`src/rtl/sirf_pkg.sv`:
```
package sirf_pkg;
    localparam int          SIRF_BYTE_W = 8;
    localparam logic [7:0]  SIRF_BOF    = 8'hC0;
    localparam logic [7:0]  SIRF_EOF    = 8'hC1;
    localparam logic [7:0]  SIRF_ESC    = 8'h7D;
    localparam logic [7:0]  SIRF_FLIP   = 8'h20;

    typedef enum logic [1:0] {
        ST_IDLE = 2'd0,
        ST_OPEN = 2'd1,
        ST_ESC  = 2'd2,
        ST_DROP = 2'd3
    } sirf_state_e;

    typedef enum logic [1:0] {
        K_DATA = 2'd0,
        K_BOF  = 2'd1,
        K_EOF  = 2'd2,
        K_ESC  = 2'd3
    } sirf_kind_e;

    typedef struct packed {
        logic no_eof;
        logic length;
        logic framing;
    } sirf_err_t;
endpackage

```
`src/rtl/sirf_classify.sv`:
```
module sirf_classify
    import sirf_pkg::*;
#(
    parameter int          BYTE_W    = SIRF_BYTE_W,
    parameter logic [7:0]  BOF_CODE  = SIRF_BOF,
    parameter logic [7:0]  EOF_CODE  = SIRF_EOF,
    parameter logic [7:0]  ESC_CODE  = SIRF_ESC
) (
    input  logic [BYTE_W-1:0] byte_i,
    output sirf_kind_e        kind_o
);
    always_comb begin
        if (byte_i == BOF_CODE)      kind_o = K_BOF;
        else if (byte_i == EOF_CODE) kind_o = K_EOF;
        else if (byte_i == ESC_CODE) kind_o = K_ESC;
        else                         kind_o = K_DATA;
    end
endmodule

```
`src/rtl/sirf_counter.sv`:
```
module sirf_counter #(
    parameter int LEN_W = 12
) (
    input  logic             clk,
    input  logic             rst_n,
    input  logic             clr,
    input  logic             inc,
    output logic [LEN_W-1:0] cnt
);
    always_ff @(posedge clk) begin
        if (!rst_n)   cnt <= '0;
        else if (clr) cnt <= '0;
        else if (inc) cnt <= cnt + LEN_W'(1);
    end
endmodule

```
`src/rtl/sirf_fsm.sv`:
```
module sirf_fsm
    import sirf_pkg::*;
#(
    parameter int         BYTE_W    = SIRF_BYTE_W,
    parameter int         LEN_W     = 12,
    parameter logic [7:0] FLIP_MASK = SIRF_FLIP
) (
    input  logic              clk,
    input  logic              rst_n,
    input  logic              active,
    input  logic              in_valid,
    input  logic [BYTE_W-1:0] in_byte,
    input  sirf_kind_e        kind,
    input  logic [LEN_W-1:0]  cnt,
    input  logic [LEN_W-1:0]  max_len,
    output logic              cnt_clr,
    output logic              cnt_inc,
    output logic              out_valid,
    output logic [BYTE_W-1:0] out_byte,
    output logic              out_sof,
    output logic              done,
    output logic [LEN_W-1:0]  done_len,
    output sirf_err_t         err
);
    sirf_state_e       state, state_d;
    logic              fwd, close, data_hit, flip;
    logic [BYTE_W-1:0] fwd_byte;
    sirf_err_t         err_d;

    // next-state and event decode
    always_comb begin
        state_d  = state;
        cnt_clr  = 1'b0;
        cnt_inc  = 1'b0;
        fwd      = 1'b0;
        fwd_byte = in_byte;
        close    = 1'b0;
        err_d    = '0;
        data_hit = 1'b0;
        flip     = 1'b0;
        if (!active) begin
            state_d = ST_IDLE;
            cnt_clr = 1'b1;
            fwd     = in_valid;
        end else if (in_valid) begin
            unique case (state)
                ST_IDLE: begin
                    if (kind == K_BOF) begin
                        state_d = ST_OPEN;
                        cnt_clr = 1'b1;
                    end
                end
                ST_OPEN: begin
                    if (kind == K_BOF) begin
                        if (cnt != '0) begin
                            close        = 1'b1;
                            err_d.no_eof = 1'b1;
                            cnt_clr      = 1'b1;
                        end
                    end else if (kind == K_EOF) begin
                        close   = 1'b1;
                        state_d = ST_IDLE;
                    end else if (kind == K_ESC) begin
                        state_d = ST_ESC;
                    end else begin
                        data_hit = 1'b1;
                    end
                end
                ST_ESC: begin
                    if (kind == K_BOF) begin
                        close        = 1'b1;
                        err_d.no_eof = 1'b1;
                        cnt_clr      = 1'b1;
                        state_d      = ST_OPEN;
                    end else if (kind == K_EOF) begin
                        close         = 1'b1;
                        err_d.framing = 1'b1;
                        state_d       = ST_IDLE;
                    end else begin
                        data_hit = 1'b1;
                        flip     = 1'b1;
                    end
                end
                ST_DROP: begin
                    if (kind == K_BOF) begin
                        state_d = ST_OPEN;
                        cnt_clr = 1'b1;
                    end
                end
            endcase
            if (data_hit) begin
                if (cnt >= max_len) begin
                    close        = 1'b1;
                    err_d.length = 1'b1;
                    state_d      = ST_DROP;
                end else begin
                    fwd      = 1'b1;
                    cnt_inc  = 1'b1;
                    fwd_byte = flip ? (in_byte ^ FLIP_MASK) : in_byte;
                    state_d  = ST_OPEN;
                end
            end
        end
    end

    // state register
    always_ff @(posedge clk) begin
        if (!rst_n) state <= ST_IDLE;
        else        state <= state_d;
    end

    // output register
    always_ff @(posedge clk) begin
        if (!rst_n) begin
            out_valid <= 1'b0;
            out_byte  <= '0;
            out_sof   <= 1'b0;
            done      <= 1'b0;
            done_len  <= '0;
            err       <= '0;
        end else begin
            out_valid <= fwd;
            out_byte  <= fwd ? fwd_byte : '0;
            out_sof   <= fwd && active && (cnt == '0);
            done      <= close;
            done_len  <= close ? cnt : '0;
            err       <= err_d;
        end
    end

    AST_ERR_ONLY_ON_DONE: assert property (@(posedge clk) disable iff (!rst_n)
        !done |-> (err == '0));
    AST_ONE_ERR: assert property (@(posedge clk) disable iff (!rst_n)
        done |-> ($countones(err) <= 1));
    AST_SOF_COUNT_ONE: assert property (@(posedge clk) disable iff (!rst_n)
        out_sof |-> (cnt == LEN_W'(1)));
    AST_BYPASS_COPY: assert property (@(posedge clk) disable iff (!rst_n)
        ($past(rst_n) && $past(!active && in_valid))
        |-> (out_valid && !out_sof && !done && out_byte == $past(in_byte)));
    AST_FLAG_NOT_FORWARDED: assert property (@(posedge clk) disable iff (!rst_n)
        ($past(rst_n) && $past(active && in_valid && state == ST_OPEN && kind != K_DATA))
        |-> !out_valid);
    AST_DROP_SILENT: assert property (@(posedge clk) disable iff (!rst_n)
        ($past(rst_n) && $past(active && state == ST_DROP)) |-> !out_valid);
    AST_EOF_AFTER_ESC: assert property (@(posedge clk) disable iff (!rst_n)
        ($past(rst_n) && $past(active && in_valid && state == ST_ESC && kind == K_EOF))
        |-> (done && err.framing && !out_valid));
endmodule

```
`src/rtl/sir_unwrap.sv`:
```
module sir_unwrap
    import sirf_pkg::*;
#(
    parameter int LEN_W = 12
) (
    input  logic             clk,
    input  logic             rst_n,
    input  logic             in_valid,
    input  logic [7:0]       in_byte,
    input  logic             sir_mode,
    input  logic             filt_en,
    input  logic             filt_test,
    input  logic [LEN_W-1:0] max_len,
    output logic [15:0]      flag_word,
    output logic             filter_on,
    output logic             out_valid,
    output logic [7:0]       out_byte,
    output logic             out_sof,
    output logic [LEN_W-1:0] byte_count,
    output logic             done,
    output logic [LEN_W-1:0] done_len,
    output logic             err_no_eof,
    output logic             err_length,
    output logic             err_framing
);
    sirf_kind_e kind;
    sirf_err_t  err;
    logic       cnt_clr, cnt_inc;

    assign flag_word = {SIRF_EOF, SIRF_BOF};
    assign filter_on = filt_en && (sir_mode || filt_test);

    sirf_classify u_cls (
        .byte_i (in_byte),
        .kind_o (kind)
    );

    sirf_counter #(.LEN_W(LEN_W)) u_cnt (
        .clk   (clk),
        .rst_n (rst_n),
        .clr   (cnt_clr),
        .inc   (cnt_inc),
        .cnt   (byte_count)
    );

    sirf_fsm #(.LEN_W(LEN_W)) u_fsm (
        .clk       (clk),
        .rst_n     (rst_n),
        .active    (filter_on),
        .in_valid  (in_valid),
        .in_byte   (in_byte),
        .kind      (kind),
        .cnt       (byte_count),
        .max_len   (max_len),
        .cnt_clr   (cnt_clr),
        .cnt_inc   (cnt_inc),
        .out_valid (out_valid),
        .out_byte  (out_byte),
        .out_sof   (out_sof),
        .done      (done),
        .done_len  (done_len),
        .err       (err)
    );

    assign err_no_eof  = err.no_eof;
    assign err_length  = err.length;
    assign err_framing = err.framing;

    AST_COUNT_WITHIN_MAX: assert property (@(posedge clk) disable iff (!rst_n)
        ($past(rst_n) && out_valid && $past(filter_on))
        |-> (byte_count <= $past(max_len)));
    AST_COUNT_STEP: assert property (@(posedge clk) disable iff (!rst_n)
        ($past(rst_n) && out_valid && $past(filter_on) && !out_sof)
        |-> (byte_count == $past(byte_count) + LEN_W'(1)));
endmodule

```
`config.mk`:
```
export PLATFORM = sky130hd
export DESIGN_NAME = sir_unwrap
export DESIGN_NICKNAME = d
export VERILOG_FILES = /design/src/rtl/sirf_pkg.sv /design/src/rtl/sirf_classify.sv /design/src/rtl/sirf_counter.sv /design/src/rtl/sirf_fsm.sv /design/src/rtl/sir_unwrap.sv
export SDC_FILE = /design/constraint.sdc
export NUM_CORES = 1
export LEC_CHECK = 0
export BUFFER_PORTS_ARGS = -buffer_cell sky130_fd_sc_hd__clkbuf_2
export CAP_MARGIN = 20
export CELL_PAD_IN_SITES_DETAIL_PLACEMENT = 1
export CELL_PAD_IN_SITES_GLOBAL_PLACEMENT = 1
export CORE_MARGIN = 4
export CORE_UTILIZATION = 37
export DETAILED_ROUTE_END_ITERATION = 10
export PLACE_DENSITY = 0.95
export SYNTH_ARGS = -nofsm -noshare
export SYNTH_HDL_FRONTEND = slang
export SYNTH_SLANG_ARGS = --single-unit
export TNS_END_PERCENT = 5
```
`constraint.sdc`:
```
create_clock -name clk -period 6 [get_ports clk]
set_input_delay 0.9 -clock clk [delete_from_list [all_inputs] [get_ports clk]]
set_output_delay 0.9 -clock clk [all_outputs]
set_load 0.01 [all_outputs]
```
==> reports/metrics.yaml, run 1 <==
finish:
  areaGrowthSynthToFinish_pct: 21.1
  utilization: 0.477
  diodes: 0
  final.fill_count: 671
  layout.nets: 349
  post_route_cells_drive_above_1_share: 0.248
clocking:
  cts-resized-gates: 0
  htree_levels: 2
  hold_buffers: 0
  cts_root_buffer: "clkbuf_8"
  cts_buffers: 5
  clk_latency_ps: 300
  cts_tree: "built"
  post_cts_buffers: 0
  cts_num_sinks: 40
  clk_path_buf_depth: 2
  clk_pin_slew_ps: 80
critical_path:
  cp.arrival_ps: 3420
  cp-end-kind: "flop"
  r2r_slack_ps: 2990
  rr_worst_depth: 7
  cp.required_ps: 6240
  crit_start: "max_len[5]"
  reg2reg_from: "u_cnt.cnt[5]$_SDFFE_PP0P_"
  r2r_end: "u_cnt.cnt[10]$_SDFFE_PP0P_"
  critPathLaunchType: "input pin"
  path_max_fanout: 9
  path_class: "input pin to flop"
sta:
  clock.fmax_mhz: 315
  whs_ps: 501
  finalCritPeriodShare: 0.530
  max-slew-margin-rel: 0.369
  slew_violations: 0
  setup_ws_ps: 2820
  finClkSkew_ps: 7.54
  finalSetupTns_ps: 0
  grt_setup_unrepaired: "false"
  hold_viol_final: 0
  min_period_ps: 3180
  worst_slew_pin_slew_ps: 933
  setup_viol: 0
grt:
  grt.overflow.total: 0
  grt_max_degree: 14
  grt_pass1_vias: 2156
  grt_pass1_wl_um: 10100
  antenna_found_initial: 0
  grt_usage: 0.196
synth:
  synth-edff-count: 0
  yosysWarnings: 0
  synth_ff_type: "dfxtp_1"
  ys_seq_area_frac: 0.389
  synthArstFlopShare: 0
  synth.ff_latch_count: 40
  syn_area_mm2: 0.00206
  avgSynthCellArea_um2: 8.55
  netlist_instances: 241
  synth_cell_type_count: 39
power:
  leakage_uw: 0.00116
  peakVddDrop_uv: 83.5
  p_per_area_mw_per_mm2: 211
placement:
  gp_congestion: 0.806
  pre_cts_ws_ps: 2330
  dp_hpwl_um: 4680
  portBuffers: 64
floorplanning:
  core-area_mm2: 0.00524
  die_width_um: 82.6
  num_rows: 26
  die_height_um: 82.6
  dieArea_mm2: 0.00683
  io_pins: 81
  start_util: 0.393
min_path:
  min_path_cells: 2
  min_path_type: "flop to flop"
  hp-start: "u_fsm.state[1]$_SDFFE_PN0P_"
  hold-path-endpoint: "u_fsm.state[1]$_SDFFE_PN0P_"
routing:
  wl_um: 6400
  dr.pass1.iters: 4
  routed-via-count: 1995
  ant_nets: 0
  routed_via_density: 5.29
  drc: 0
  routedWlPerCell_um: 17.0
  drt_iter0_drc: 167
outcome:
  status: "finished clean"
job:
  max_cap_violations: 0
==> cell usage after synthesis (2+ instances only) <==
cell type / number / area (um2)
dfxtp_1: 40 / 801
nand2_1: 22 / 82.6
inv_1: 20 / 75.1
ha_1: 17 / 213
nor2_1: 17 / 63.8
buf_4: 16 / 120
nor2b_1: 10 / 62.6
a21oi_1: 9 / 45.0
and2_1: 9 / 56.3
nand3_1: 7 / 35.0
nor4_1: 7 / 43.8
o21ai_0: 7 / 35.0
nand4_1: 6 / 37.5
nor3_1: 6 / 30.0
xnor2_1: 5 / 43.8
clkbuf_1: 4 / 15.0
or4_1: 4 / 30.0
and3_1: 3 / 18.8
nor4b_1: 3 / 26.3
o211ai_1: 3 / 22.5
a211o_1: 2 / 17.5
a211oi_1: 2 / 15.0
a31o_2: 2 / 17.5
a31oi_1: 2 / 12.5
conb_1: 2 / 7.51
mux2i_1: 2 / 20.0
o31ai_1: 2 / 15.0
==> per-stage QoR <==
stage	std cells	power [uW]	area [um2]
floorplan	255	300	2110
global placement	368	308	2380
detailed placement	368	309	2380
CTS	376	526	2490
global route	377	545	2500
finish	377	526	2500
==> logic make-up (layout without fill, tap and decap cells) <==
group	after synthesis	after routing	synth area share
and+or+nand+nor	102	102	0.269
muxes	2	2	0.00972
adders and majority gates	17	17	0.103
DFF	40	40	0.389
buffers and inverters	41	93	0.104
other	2	16	0.00364
xor gates and xnor gates	5	5	0.0212
AOI/OAI and AO/OA	32	32	0.100
==> layout by cell type, fill, tap and decap left out, drive strengths merged, types with 3 or more instances in the layout <==
| master | n |
|---|---|
| clkbuf | 70 |
| dfxtp | 40 |
| nand2 | 22 |
| inv | 20 |
| nor2 | 17 |
| ha | 17 |
| conb | 16 |
| nor2b | 10 |
| a21oi | 9 |
| and2 | 9 |
| o21ai | 7 |
| nand3 | 7 |
| nor4 | 7 |
| nand4 | 6 |
| nor3 | 6 |
| xnor2 | 5 |
| or4 | 5 |
| o211ai | 3 |
| and3 | 3 |
| nor4b | 3 |
==> critical path: stages <==
cell and delay (ps):
clkbuf_2 80, inv_1 30, ha_1 310, a2111oi_0 450, o21ai_0 150, and3_1 310
or4_4 610, or4_1 490, nand2_1 90
==> worst max-delay path by stage <==
stage,to,slack [ps],cells past startpoint
2_1_floorplan,u_cnt.cnt[10]$_SDFFE_PP0P_,2830,9
3_3_place_gp,u_fsm.done_len[3]$_SDFF_PN0_,2610,9
3_5_place_dp,u_fsm.done_len[11]$_SDFF_PN0_,2330,9
4_1_cts,u_fsm.done_len[8]$_SDFF_PN0_,2610,9
5_1_grt,u_fsm.out_byte[5]$_SDFF_PN0_,2480,9
6_report,u_cnt.cnt[10]$_SDFFE_PP0P_,2820,9
==> layout make-up <==
cell class	count	area [um2]	share of cell area
multi-input cells	174	1100	0.440
flip-flops and latches	40	801	0.321
repair buffers	65	328	0.131
well taps	70	87.6	0.0351
inverters	20	75.1	0.0301
clock buffers	6	72.6	0.0291
clock inverters	2	35.0	0.0140
==> layer usage <==
layer | wire (um) | GRT usage | vias up
met5 | 0 | 0 | -
met4 | 247 | 0.119 | 0
met3 | 432 | 0.0390 | 22
met2 | 3280 | 0.345 | 83
met1 | 2440 | 0.217 | 961
li1 | - | - | 929
==> power breakdown <==
part	switching [uW]	internal, uW
combinational	23.3	13.3
clock	98.2	123
sequential	0.606	267
total	122	404
==> state kept, by name, summed over array words and instances, names as in the netlist <==
register / cells
u_fsm.out_valid: 1
u_fsm.out_sof: 1
u_fsm.done_len: 12
u_fsm.err: 3
u_fsm.state: 2
u_cnt.cnt: 12
u_fsm.out_byte: 8
u_fsm.done: 1
Power figures use the tool's default switching activity.
==> inputs of run 2 (changes only) <==
Settings changed: CORE_UTILIZATION 37 to 35, PLACE_DENSITY 0.95 to 0.92.
Clock period 6 ns to 3.3 ns, I/O delays scaled along.
==> reports/metrics.yaml, run 2 (synthesized netlist as in run 1, its figures left out) <==
sta:
  hold_viol_final: 0  # unchanged
  finClkSkew_ps: 9.40  # +1.86 ps
  finalCritPeriodShare: 0.884
  slew_violations: 0  # unchanged
  finalSetupTns_ps: 0  # unchanged
  clock.fmax_mhz: 343
  worst_slew_pin_slew_ps: 892  # -41.4 ps
  max-slew-margin-rel: 0.400  # +0.0309
  min_period_ps: 2920
  grt_setup_unrepaired: "false"
  setup_viol: 0  # unchanged
floorplanning:
  num_rows: 27  # +3.8%
  dieArea_mm2: 0.00718  # +5.1%
  die_width_um: 84.7  # +2.5%
  io_pins: 81  # unchanged
  die_height_um: 84.7  # +2.5%
  start_util: 0.367  # -0.0260
  core-area_mm2: 0.00561  # +7.1%
critical_path:
  path_max_fanout: 10  # +1
  cp_slowest_cell: "or4_1"
  critPathLaunchType: "flop"
  cp.required_ps: 3500  # -2740 ps
  critPathMaxStageDelay_ps: 680  # +70 ps
  path_cells: "inv_1 > ha_1 > nand4b_1 > nor4_1 > or4_1 > or3_4 > a21oi_1 > a21boi_0"
  cp-end-kind: "flop"
  cp.arrival_ps: 3120  # -300 ps
  path_class: "flop to flop"
clocking:
  cts_buffers: 5  # unchanged
  clk_latency_ps: 300  # about the same
  clk_path_buf_depth: 2  # unchanged
  cts_tree: "built"
  clk_pin_slew_ps: 80  # about the same
  hold_buffers: 0  # unchanged
  htree_levels: 2  # unchanged
  cts_num_sinks: 40  # unchanged
  post_cts_buffers: 0  # unchanged
  cts-resized-gates: 0  # unchanged
  cts_root_buffer: "clkbuf_8"
placement:
  portBuffers: 64  # unchanged
  dp_hpwl_um: 4460  # -4.7%
  gp_congestion: 0.825  # +2.4%
  place_area_mm2: 0.00242  # +1.7%
finish:
  post_route_cells_drive_above_1_share: 0.260  # +0.0129
  diodes: 0  # unchanged
  most-common-layout-cells: "clkbuf_2 (64), dfxtp_1 (40), nand2_1 (22)"
  layout.nets: 353  # +1.1%
  final_common_cell: "clkbuf_2"
  design_area_mm2: 0.00253  # +1.5%
  reg.largest.list: "u_cnt.cnt (12), u_fsm.done_len (12), u_fsm.out_byte (8)"
  regArea_um2: 801  # unchanged
  areaGrowthSynthToFinish_pct: 22.9
  final.fill_count: 719  # +7.2%
  multi_input_area_mm2: 0.00110  # unchanged
grt:
  grt_usage: 0.168  # -0.0279
  grt.overflow.total: 0  # unchanged
  grt_pass1_wl_um: 9860  # -2.3%
  grt_max_degree: 14  # unchanged
  antenna_found_initial: 0  # unchanged
  grt_pass1_vias: 2103  # -2.5%
power:
  peakVddDrop_uv: 201  # +140%
  p_per_area_mw_per_mm2: 376  # +79%
  power_uw: 953  # +81%
  leakage_uw: 0.00118  # +1.8%
min_path:
  min_path_type: "input pin to flop"
routing:
  wl_um: 5980  # -6.6%
  routedWlPerCell_um: 15.6  # -8.1%
  routed_via_density: 5.14  # -2.8%
  drt_iter0_drc: 125  # -25%
  ant_nets: 0  # unchanged
  routed-via-count: 1970  # -1.3%
  drc: 0  # unchanged
  dr.pass1.iters: 4  # unchanged
job:
  max_cap_violations: 0  # unchanged
outcome:
  status: "finished clean"
[run 2: path summary, 6_finish.rpt]
| kind | start | to | slack, ps | depth (start not counted) |
|---|---|---|---|---|
| worst min-delay path | in_byte[6] | u_fsm.out_byte[6]$_SDFF_PN0_ | 410 | 2 |
| worst max-delay path | u_fsm.state[0]$_SDFFE_PN0P_ | u_fsm.out_byte[5]$_SDFF_PN0_ | 380 | 8 |
| worst max register to register | u_fsm.state[0]$_SDFFE_PN0P_ | u_fsm.out_byte[5]$_SDFF_PN0_ | 380 | 8 |
| worst min register to register | u_fsm.state[1]$_SDFFE_PN0P_ | u_fsm.state[1]$_SDFFE_PN0P_ | 500 | 2 |
[run 2: layout make-up]
| type | instances | share of cell area |
|---|---|---|
| timing repair buffer | 69 | 0.141 |
| clock inverter | 3 | 0.0168 |
| clock buffer | 5 | 0.0272 |
| sequential | 40 | 0.316 |
| multi-input combinational | 174 | 0.433 |
| tap | 72 | 0.0356 |
| inverter | 20 | 0.0296 |
[run 2: per-layer routing]
layer,global-route usage,part of all wire,routed length (um)
met1,0.193,0.41,2470
met2,0.310,0.53,3140
met3,0.0294,0.046,275
met4,0.0604,0.015,91
met5,0,0,0
[run 2: critical path: cells and delay by family, from the launching register on]
| family | cells | cell delay (ps) |
|---|---|---|
| AOI/OAI and AO/OA | 2 | 740 |
| adders and majority gates | 1 | 320 |
| and+or+nand+nor | 4 | 1340 |
| DFF | 1 | 340 |
| buffers and inverters | 1 | 90 |
[run 2: metrics by stage]
step / setup WS [ps] / std cells / hold slack (ps) / utilization
2_1_floorplan: 532 / 255 / 453 / -
3_3_place_gp: 391 / 375 / 465 / 0.432
3_5_place_dp: 256 / 375 / 490 / 0.432
4_1_cts: 371 / 383 / 405 / 0.452
5_1_grt: 217 / 383 / 409 / 0.452
6_report: 384 / 383 / 406 / 0.452
[run 2: report_power, final]
group / switching (uW) / internal (uW)
clock network: 177 / 224
logic: 41.0 / 24.0
registers: 0.965 / 486
total: 219 / 734
